File: src/rtl/stsq_pkg.sv
package stsq_pkg;

   // Clock spacing between neighbouring channels' request slots
   function automatic int unsigned slot_gap(input int unsigned l, input int unsigned n);
      return l / n;
   endfunction

   // Encoding of the start source enable mask
   localparam int unsigned SRC_PIN_BIT = 0;
   localparam int unsigned SRC_SW_BIT  = 1;

endpackage

File: src/rtl/stsq_holdoff.sv
module stsq_holdoff #(
   parameter int unsigned HOLD_W = 8
) (
   input  logic              clk,
   input  logic              rst_n,
   input  logic              start_i,
   input  logic              stop_i,
   input  logic              extra_i,
   input  logic [HOLD_W-1:0] hold_i,
   output logic              run_o
);
   localparam int unsigned CW = HOLD_W + 1;

   logic [CW-1:0] cnt_q;
   logic          armed_q;
   logic          run_q;
   logic [CW-1:0] load_val;

   // A zero hold-off acts as one; the cascade bit adds one more clock
   always_comb begin
      load_val = {1'b0, hold_i};
      if (hold_i == '0) load_val = CW'(1);
      load_val = load_val + CW'(extra_i);
   end

   always_ff @(posedge clk) begin
      if (!rst_n) begin
         cnt_q   <= '0;
         armed_q <= 1'b0;
         run_q   <= 1'b0;
      end else if (stop_i) begin
         armed_q <= 1'b0;
         run_q   <= 1'b0;
      end else if (start_i) begin
         cnt_q   <= load_val;
         armed_q <= 1'b1;
         run_q   <= 1'b0;
      end else if (armed_q) begin
         if (cnt_q <= CW'(1)) begin
            cnt_q   <= '0;
            armed_q <= 1'b0;
            run_q   <= 1'b1;
         end else begin
            cnt_q <= cnt_q - CW'(1);
         end
      end
   end

   assign run_o = run_q;

   // A channel only begins running at the end of a countdown
   assert_release_R3: assert property (@(posedge clk) disable iff (!rst_n)
      $rose(run_q) |-> $past(armed_q));

   // An armed counter never counts below zero
   assert_no_underflow_R3: assert property (@(posedge clk) disable iff (!rst_n)
      armed_q |-> (cnt_q != '0));

endmodule

File: src/rtl/stsq_reqgen.sv
module stsq_reqgen #(
   parameter int unsigned INTERP_L = 80
) (
   input  logic clk,
   input  logic rst_n,
   input  logic run_i,
   output logic req_o
);
   localparam int unsigned PW = (INTERP_L > 1) ? $clog2(INTERP_L) : 1;

   logic [PW-1:0] ph_q;

   generate
      if (INTERP_L == 1) begin : g_every
         // One request per clock; no phase counter needed
         always_ff @(posedge clk) begin
            if (!rst_n) ph_q <= '0;
            else        ph_q <= '0;
         end
         assign req_o = run_i;
      end else begin : g_count
         always_ff @(posedge clk) begin
            if (!rst_n || !run_i)            ph_q <= '0;
            else if (ph_q == PW'(INTERP_L-1)) ph_q <= '0;
            else                              ph_q <= ph_q + PW'(1);
         end
         assign req_o = run_i && (ph_q == '0);

         // A request is always a single-cycle pulse
         assert_single_pulse_R5: assert property (@(posedge clk) disable iff (!rst_n)
            req_o |=> !req_o);
      end
   endgenerate

endmodule

File: src/rtl/stsq_steer.sv
module stsq_steer #(
   parameter int unsigned NUM_CH = 4,
   parameter int unsigned DATA_W = 32
) (
   input  logic                     clk,
   input  logic                     rst_n,
   input  logic                     start_i,
   input  logic [NUM_CH-1:0]        req_i,
   input  logic [DATA_W-1:0]        din_i,
   output logic [NUM_CH*DATA_W-1:0] data_o,
   output logic [NUM_CH-1:0]        valid_o,
   output logic                     collide_o
);
   logic multi;
   logic single;
   logic [NUM_CH-1:0] valid_q;
   logic              err_q;

   assign multi  = ($countones(req_i) > 1);
   assign single = (req_i != '0) && !multi;

   generate
      for (genvar c = 0; c < NUM_CH; c++) begin : g_lane
         logic [DATA_W-1:0] d_q;
         always_ff @(posedge clk) begin
            if (!rst_n)                d_q <= '0;
            else if (req_i[c] && single) d_q <= din_i;
         end
         assign data_o[c*DATA_W +: DATA_W] = d_q;
      end
   endgenerate

   always_ff @(posedge clk) begin
      if (!rst_n) begin
         valid_q <= '0;
         err_q   <= 1'b0;
      end else begin
         valid_q <= single ? req_i : '0;
         if (start_i)    err_q <= 1'b0;
         else if (multi) err_q <= 1'b1;
      end
   end

   assign valid_o   = valid_q;
   assign collide_o = err_q;

   assert_one_delivery_R8: assert property (@(posedge clk) disable iff (!rst_n)
      $onehot0(valid_q));

   assert_collide_blocks_R9: assert property (@(posedge clk) disable iff (!rst_n)
      ($countones(req_i) > 1) |=> (valid_q == '0) && err_q);

   assert_collide_sticky_R9: assert property (@(posedge clk) disable iff (!rst_n)
      (err_q && !start_i) |=> err_q);

endmodule

File: src/rtl/stagger_start_seq.sv
module stagger_start_seq
   import stsq_pkg::*;
#(
   parameter int unsigned NUM_CH    = 4,
   parameter int unsigned INTERP_L  = 80,
   parameter int unsigned HOLD_W    = 8,
   parameter int unsigned DATA_W    = 32,
   parameter bit          SYNC_EDGE = 1'b1
) (
   input  logic                     clk,
   input  logic                     rst_n,
   input  logic [1:0]               start_sel_i,
   input  logic                     sync_pin_i,
   input  logic                     sw_start_i,
   input  logic                     sw_stop_i,
   input  logic                     cascade_up_i,
   input  logic [NUM_CH*HOLD_W-1:0] hold_i,
   input  logic [DATA_W-1:0]        din_i,
   output logic [NUM_CH-1:0]        run_o,
   output logic [NUM_CH-1:0]        req_o,
   output logic [NUM_CH*DATA_W-1:0] ch_data_o,
   output logic [NUM_CH-1:0]        ch_valid_o,
   output logic                     collide_o
);
   localparam int unsigned GAP = slot_gap(INTERP_L, NUM_CH);

   // Elaboration-time parameter checks
   generate
      if (NUM_CH < 2) begin : g_bad_ch
         $error("NUM_CH must be at least 2");
      end
      if (GAP * NUM_CH != INTERP_L) begin : g_bad_l
         $error("INTERP_L must be a multiple of NUM_CH");
      end
      if (HOLD_W < 1 || DATA_W < 1) begin : g_bad_w
         $error("HOLD_W and DATA_W must be positive");
      end
   endgenerate

   // Start source selection
   logic pin_evt;
   logic start_evt;

   generate
      if (SYNC_EDGE) begin : g_pin_edge
         logic pin_q;
         always_ff @(posedge clk) begin
            if (!rst_n) pin_q <= 1'b0;
            else        pin_q <= sync_pin_i;
         end
         assign pin_evt = sync_pin_i && !pin_q;
      end else begin : g_pin_level
         assign pin_evt = sync_pin_i;
      end
   endgenerate

   assign start_evt = (pin_evt && start_sel_i[SRC_PIN_BIT]) ||
                      (sw_start_i && start_sel_i[SRC_SW_BIT]);

   // Per-channel hold-off and request generation
   generate
      for (genvar c = 0; c < NUM_CH; c++) begin : g_ch
         stsq_holdoff #(.HOLD_W(HOLD_W)) u_hold (
            .clk     (clk),
            .rst_n   (rst_n),
            .start_i (start_evt),
            .stop_i  (sw_stop_i),
            .extra_i (cascade_up_i),
            .hold_i  (hold_i[c*HOLD_W +: HOLD_W]),
            .run_o   (run_o[c])
         );
         stsq_reqgen #(.INTERP_L(INTERP_L)) u_req (
            .clk   (clk),
            .rst_n (rst_n),
            .run_i (run_o[c]),
            .req_o (req_o[c])
         );
      end
   endgenerate

   stsq_steer #(.NUM_CH(NUM_CH), .DATA_W(DATA_W)) u_steer (
      .clk       (clk),
      .rst_n     (rst_n),
      .start_i   (start_evt),
      .req_i     (req_o),
      .din_i     (din_i),
      .data_o    (ch_data_o),
      .valid_o   (ch_valid_o),
      .collide_o (collide_o)
   );

   assert_stop_R7: assert property (@(posedge clk) disable iff (!rst_n)
      sw_stop_i |=> (run_o == '0));

   assert_restart_R6: assert property (@(posedge clk) disable iff (!rst_n)
      start_evt |=> (run_o == '0));

   assert_req_needs_run_R5: assert property (@(posedge clk) disable iff (!rst_n)
      ((req_o & ~run_o) == '0));

endmodule

File: config.mk
export PLATFORM = sky130hd
export DESIGN_NAME = stagger_start_seq
export DESIGN_NICKNAME = d
export VERILOG_FILES = /design/src/rtl/stsq_pkg.sv /design/src/rtl/stsq_holdoff.sv /design/src/rtl/stsq_reqgen.sv /design/src/rtl/stsq_steer.sv /design/src/rtl/stagger_start_seq.sv
export SDC_FILE = /design/constraint.sdc
export NUM_CORES = 1
export LEC_CHECK = 0
export BUFFER_PORTS_ARGS = -buffer_cell sky130_fd_sc_hd__buf_2
export CAP_MARGIN = 0
export CORE_MARGIN = 1.5
export CORE_UTILIZATION = 49
export CTS_CLUSTER_DIAMETER = 50
export DETAILED_ROUTE_END_ITERATION = 10
export PLACE_DENSITY = 0.83
export REMOVE_ABC_BUFFERS = 1
export SKIP_CTS_REPAIR_TIMING = 1
export SLEW_MARGIN = 30
export SYNTH_ARGS = -nofsm -noshare
export SYNTH_HDL_FRONTEND = slang
export SYNTH_SLANG_ARGS = --single-unit
File: constraint.sdc
create_clock -name clk -period 2.7 [get_ports clk]
set_input_delay 0.54 -clock clk [delete_from_list [all_inputs] [get_ports clk]]
set_output_delay 0.54 -clock clk [all_outputs]
set_load 0.03 [all_outputs]
After elaboration in Yosys (flattened, before gate mapping) --
Index checks and enable logic that the tools add are counted.
Operators by class: add/subtract/negate cells 15, magnitude comparators 5, equal/unequal tests 4, muxes and demuxes 28, bitwise operators 2, reductions and logical operators 53
Operators by type and width (number):
- 2-to-1 mux 9 bit | 12
- adder 8 x 1 -> 9 bit | 4
- <= comparator 9 x 1 -> 1 bit, second input constant | 4
- subtractor 9 x 1 -> 9 bit, second input constant | 4
- adder 32 bit | 1
- > comparator 32 x 2 -> 1 bit, second input constant | 1
- zero test 8 bit | 4
- 2-to-1 mux 8 bit | 4
- adder 7 x 1 -> 7 bit, second input constant | 4
- == test 7 bit, second input constant | 4
- zero test 7 bit | 4
- AND reduction 2 bit | 9
- logical AND 1 bit | 12
- 2-to-1 mux 1 bit | 12
- OR reduction 2 bit | 6
- nonzero test 2 bit | 4
- zero test 1 bit | 7
- logical OR 1 bit | 5
- adder 1 x 1 -> 2 bit | 2
- nonzero test 4 bit | 1
- OR reduction 3 bit | 1
- inverter 1 bit | 2
Storage, ports and cells: bits in registers 206, input port bits 72, output and inout bits 141, word-level logic and storage cells 130

Longest topological paths before layout --
depth in word-level cells 8, mapped depth 14, mapped depth without buffers 13

Cells and area by module --
Synthesis repeated with hierarchy kept, for this count alone.
Second synthesis, totals: cell total of the unflattened synthesis 1149, area total of the unflattened synthesis 9745.6 um2
By module, submodules not included:
- stsq_steer | instances 1, cells an instance 550, area an instance 4954.8 um2, sequential area each 2662.6 um2
- stsq_holdoff at g_ch[0].u_hold ... | instances 3, cells an instance 110, area an instance 854.6 um2, sequential area each 220.2 um2
- stsq_reqgen | instances 4, cells an instance 38, area an instance 330.3 um2, sequential area each 140.1 um2
- stsq_holdoff at g_ch[3].u_hold | instances 1, cells an instance 112, area an instance 862.1 um2, sequential area each 220.2 um2
- stagger_start_seq | instances 1, cells an instance 5, area an instance 43.8 um2, sequential area each 20.0 um2

Worst setup path after synthesis --
OpenSTA, ideal clock, no wires.
path kind register to register, from reg g_ch[2].u_req.ph_q[0], to reg u_steer.g_lane[3].d_q[22], library setup time 71 ps, data arrival time 2559 ps, data required time 2629 ps, setup slack 71 ps, cell stages (with the launch flop) 14, path buffers 1, period minus slack after synthesis 2629 ps, cells stage by stage dfxtp_1 inv_1 ha_1 nor4b_1 nand3_1 ha_1 nand2_1 fa_1 nand2_1 a21o_1 nor2_1 clkbuf_1 nand2_1 a21oi_1
On the way: cells in the longest elaborated chain, start to end 8, elaborated cells between the ends (all ways) 9, classes of those cells add/sub: 2; order compare: 1; reduce/logical: 6
Ends and longest elaborated chain:
- start: declaration | RTL line stsq_reqgen.sv:11 | logic [PW-1:0] ph_q;
- start signal: assignment | RTL line stsq_reqgen.sv:25 | else ph_q <= ph_q + PW'(1);
- zero test 7 bit (*) | RTL line stsq_reqgen.sv:27 | assign req_o = run_i && (ph_q == '0);
- logical AND 1 bit (*) | RTL line stsq_reqgen.sv:27
- adder 1 x 1 -> 2 bit (implied by the code) | RTL line stsq_steer.sv:19 | assign multi = ($countones(req_i) > 1);
- adder 32 bit (implied by the code) | RTL line stsq_steer.sv:19
- > comparator 32 x 2 -> 1 bit | RTL line stsq_steer.sv:19
- zero test 1 bit | RTL line stsq_steer.sv:20 | assign single = (req_i != '0) && !multi;
- logical AND 1 bit (*) | RTL line stsq_steer.sv:20
- logical AND 1 bit (*) | RTL line stsq_steer.sv:27 | else if (req_i[c] && single) d_q <= din_i;
- end signal: assignment | RTL line stsq_steer.sv:27
- end: declaration | RTL line stsq_steer.sv:24 | logic [DATA_W-1:0] d_q;
Every way passes the cells marked *; elsewhere a longest branch is shown, timed or not. A chain may end at the register's enable or synchronous reset.

Worst setup path in the final report --
from reg g_ch[1].u_req.ph_q[0], to reg u_steer.g_lane[2].d_q[28]
On the way: cells in the longest elaborated chain, start to end 8, elaborated cells between the ends (all ways) 9, classes of those cells add/sub: 2; order compare: 1; reduce/logical: 6
Ends and longest elaborated chain (RTL line):
- start: declaration | stsq_reqgen.sv:11
- start signal: assignment | stsq_reqgen.sv:25
- zero test 7 bit (*) | stsq_reqgen.sv:27
- logical AND 1 bit (*) | stsq_reqgen.sv:27
- adder 1 x 1 -> 2 bit (implied by the code) | stsq_steer.sv:19
- adder 32 bit (implied by the code) | stsq_steer.sv:19
- > comparator 32 x 2 -> 1 bit | stsq_steer.sv:19
- zero test 1 bit | stsq_steer.sv:20
- logical AND 1 bit (*) | stsq_steer.sv:20
- logical AND 1 bit (*) | stsq_steer.sv:27
- end signal: assignment | stsq_steer.sv:27
- end: declaration | stsq_steer.sv:24
Marked as above.

==> metrics.txt <==
mapped cell area 9331 sq um; total wire length around 29000 um; Final Skew 0.01317 ns; crit path cell chain inv_1 > ha_1 > nand4_1 > ha_1 > nand2_4 > fa_1 > nand2_2 > a21o_4 > nor2_4 > clkbuf_16 > nand2_2 > a21oi_2; total count of max-transition violations in the final report 0; placed wire-length estimate after detailed placement 18140 um; number of antenna violations at the first check in global routing 0; number of search-and-repair iterations in the first detailed-routing pass 5; clock input transition at the sequential cells of the worst setup and hold paths ~0.060 ns; mean cell area of the mapped netlist between 7 and 8 sq um; placer congestion estimate 0.9176; slowest cell delay on critical path roughly 0.52 ns; Slowest cell on crit path fa_1; post-synthesis sequential element count 206; type of the setup path with the least slack flop to flop; Port Buf Inserts around 210; chip width 141 um; grt ovf 0; area share of the largest cell type after synthesis 44.19%; sequential-to-total area share from yosys stat 44.19%; clock tree from TritonCTS yes; post-synthesis async set-or-reset flop share 0%; Crit Path Max Fanout 8; cell type with the highest aggregate area in the netlist dfxtp_1; Die Outline Area 19880 sq um; Post-Synthesis Cells 1191; leakage power of the design 0.005042 uW; final hold violation count 0; height of the chip 141 um; count of filler cells inserted in the layout 1463; Final Util between 60 and 70%; type of origin of the critical path flop; First DRT Iteration DRCs 749; IR drop worst, VDD 0.5125 mV; GRT Util Overall between 20% and 30%; number of clock buffers inserted by TritonCTS 27; routed vias 9652; Bufs on Longest Clock Path 3; average via count per standard cell 5.790; cells taking the most area after synthesis dfxtp_1 44%, nand2_1 12%, a21oi_1 9.3%, ha_1 3.8%, nor2_1 3.2%; worst hold slack after final layout 0.2584 ns; H-Tree Depth 1; RSZ-0062 raised after global routing true; DRC violations left 0; critical path buffer and inverter count 2; violated checks setup timing; core region area approximately 19000 sq um; power density of the placed cells 611.2 nW/um^2; min Tclk post-route between 2 and 3 ns; leading cell types in the layout, fill and taps excluded 290 x nand2_1, 212 x buf_2, 202 x dfxtp_1; Distinct cells, synth 73; final setup violation count 85; first-pass GRT wire length 43090 um; Data required, critical path roughly 3.2 ns; fraction of final layout cells with drive strength greater than 1 26.31%; effective utilization at floorplan roughly half; max_slew headroom 37.41%; overall power consumption between 7000 and 8000 uW; element type at the critical path end flop; flip-flop cell with the highest count after synthesis dfxtp_1; Fmax achieved 356.2 MHz; Yosys warnings 0; number of global-route vias before repair 8715; largest net degree at the start of global routing 70; number of max-cap violations 0; most common cell after layout, fill and taps aside nand2_1; CP delay by family, top adder cells; EDFF count, synth 0; post-layout worst setup margin -0.1072 ns; final period utilization 104.0%; row cnt 50; arrival time worst endpoint 3.25 ns; I/O Pins 213; Hold/Removal Path Class input port to flop; outcome finished with violations; cell at the root of the clock tree clkbuf_16; post-DR wirelength/cell about 17 um; layout overhead on the synthesized area 29.38%; clock latency reported for the late side of the worst-skew pair 0.52 ns; number of nets still failing antenna checks after routing 0; nets approximately 1500; number of inserted diodes 0; Tightest Pin Transition 0.9271 ns; number of clock sinks 206
==> cell usage after synthesis (all sizes together) (3+ instances only) <==
master     n
a211oi     5
a21o      11
a21oi    174
a22oi      4
a2bb2oi    5
a311oi     5
a31oi     11
and2       5
and3       9
and4       4
buf       14
clkbuf    56
dfxtp    206
ha        28
inv       34
nand2    306
nand2b     8
nand3     25
nand4     10
nor2      81
nor2b      7
nor3      23
nor3b      3
nor4       9
o211a      5
o21ai     39
o21bai     3
o22ai      3
o311a      4
or2        5
or3        6
or3b       3
xnor2     20
xor2      22
==> cell families after synthesis <==
family                     Yosys count  synth area share, %
AOI/OAI and AO/OA                  294                18.53
xor gates and xnor gates            42                3.942
adders and majority gates           29                3.969
buffers and inverters              105                4.961
DFF                                206                44.19
muxes                                2               0.2145
and+or+nand+nor                    513                24.19
==> power by group <==
part	total [uW]	switching, uW	internal [uW]
sequential	3160	68.4	3090
clock	3410	1390	2020
combinational	811	488	323
==> metal layers <==
metal	GRT usage (%)	up-vias	part of all wire [%]
met4	11.40	0	4.2
met3	4.484	109	9.5
met5	0	-	0
li1	-	4518	-
met1	32.51	4495	39
met2	44.49	530	48
==> sequential cells by signal, indices dropped and copies added, names as in the netlist <==
name / cells
g_ch.u_hold.armed_q: 4
g_ch.u_hold.cnt_q: 36
g_ch.u_hold.run_o: 4
g_ch.u_req.ph_q: 28
g_pin_edge.pin_q: 1
u_steer.collide_o: 1
u_steer.g_lane.d_q: 128
u_steer.valid_o: 4
==> cell type report <==
| class | instances | area [sq um] | share of cell area (%) |
|---|---|---|---|
| Sequential cell | 206 | 4129 | 34.20 |
| Timing Repair Buffer | 263 | 1693 | 14.02 |
| Clock inverter | 15 | 136.4 | 1.130 |
| Tap cell | 234 | 292.8 | 2.425 |
| Inverter | 35 | 133.9 | 1.109 |
| Clock buffer | 34 | 721.9 | 5.980 |
| Multi-Input combinational cell | 880 | 4966 | 41.13 |
==> final timing paths <==
| check | startpoint | to | slack, ns | depth (start not counted) |
|---|---|---|---|---|
| max | g_ch[1].u_req.ph_q[0]$_SDFF_PP0_ | u_steer.g_lane[2].d_q[28]$_SDFFE_PN0P_ | -0.11 | 12 |
| min | sync_pin_i | g_pin_edge.pin_q$_SDFF_PN0_ | 0.26 | 2 |
| max reg2reg | g_ch[1].u_req.ph_q[0]$_SDFF_PP0_ | u_steer.g_lane[2].d_q[28]$_SDFFE_PN0P_ | -0.11 | 12 |
| min reg2reg | g_ch[1].u_req.ph_q[0]$_SDFF_PP0_ | g_ch[1].u_req.ph_q[0]$_SDFF_PP0_ | 0.43 | 1 |
==> through the flow <==
step / worst slack (ns) / cells / cell area, sq um / setup TNS (ns)
6_report: -0.1072 / 1667 / 12070 / -2.973
5_1_grt: -0.2773 / 1667 / 12070 / -24.69
4_1_cts: -0.1395 / 1653 / 11600 / -6.179
3_5_place_dp: -0.06104 / 1604 / 10740 / -1.773
3_3_place_gp: 0.04355 / 1604 / 10740 / 0
2_1_floorplan: -0.7576 / 1121 / 9000 / -105.15
Note: power is estimated with default switching activity, not from simulation.
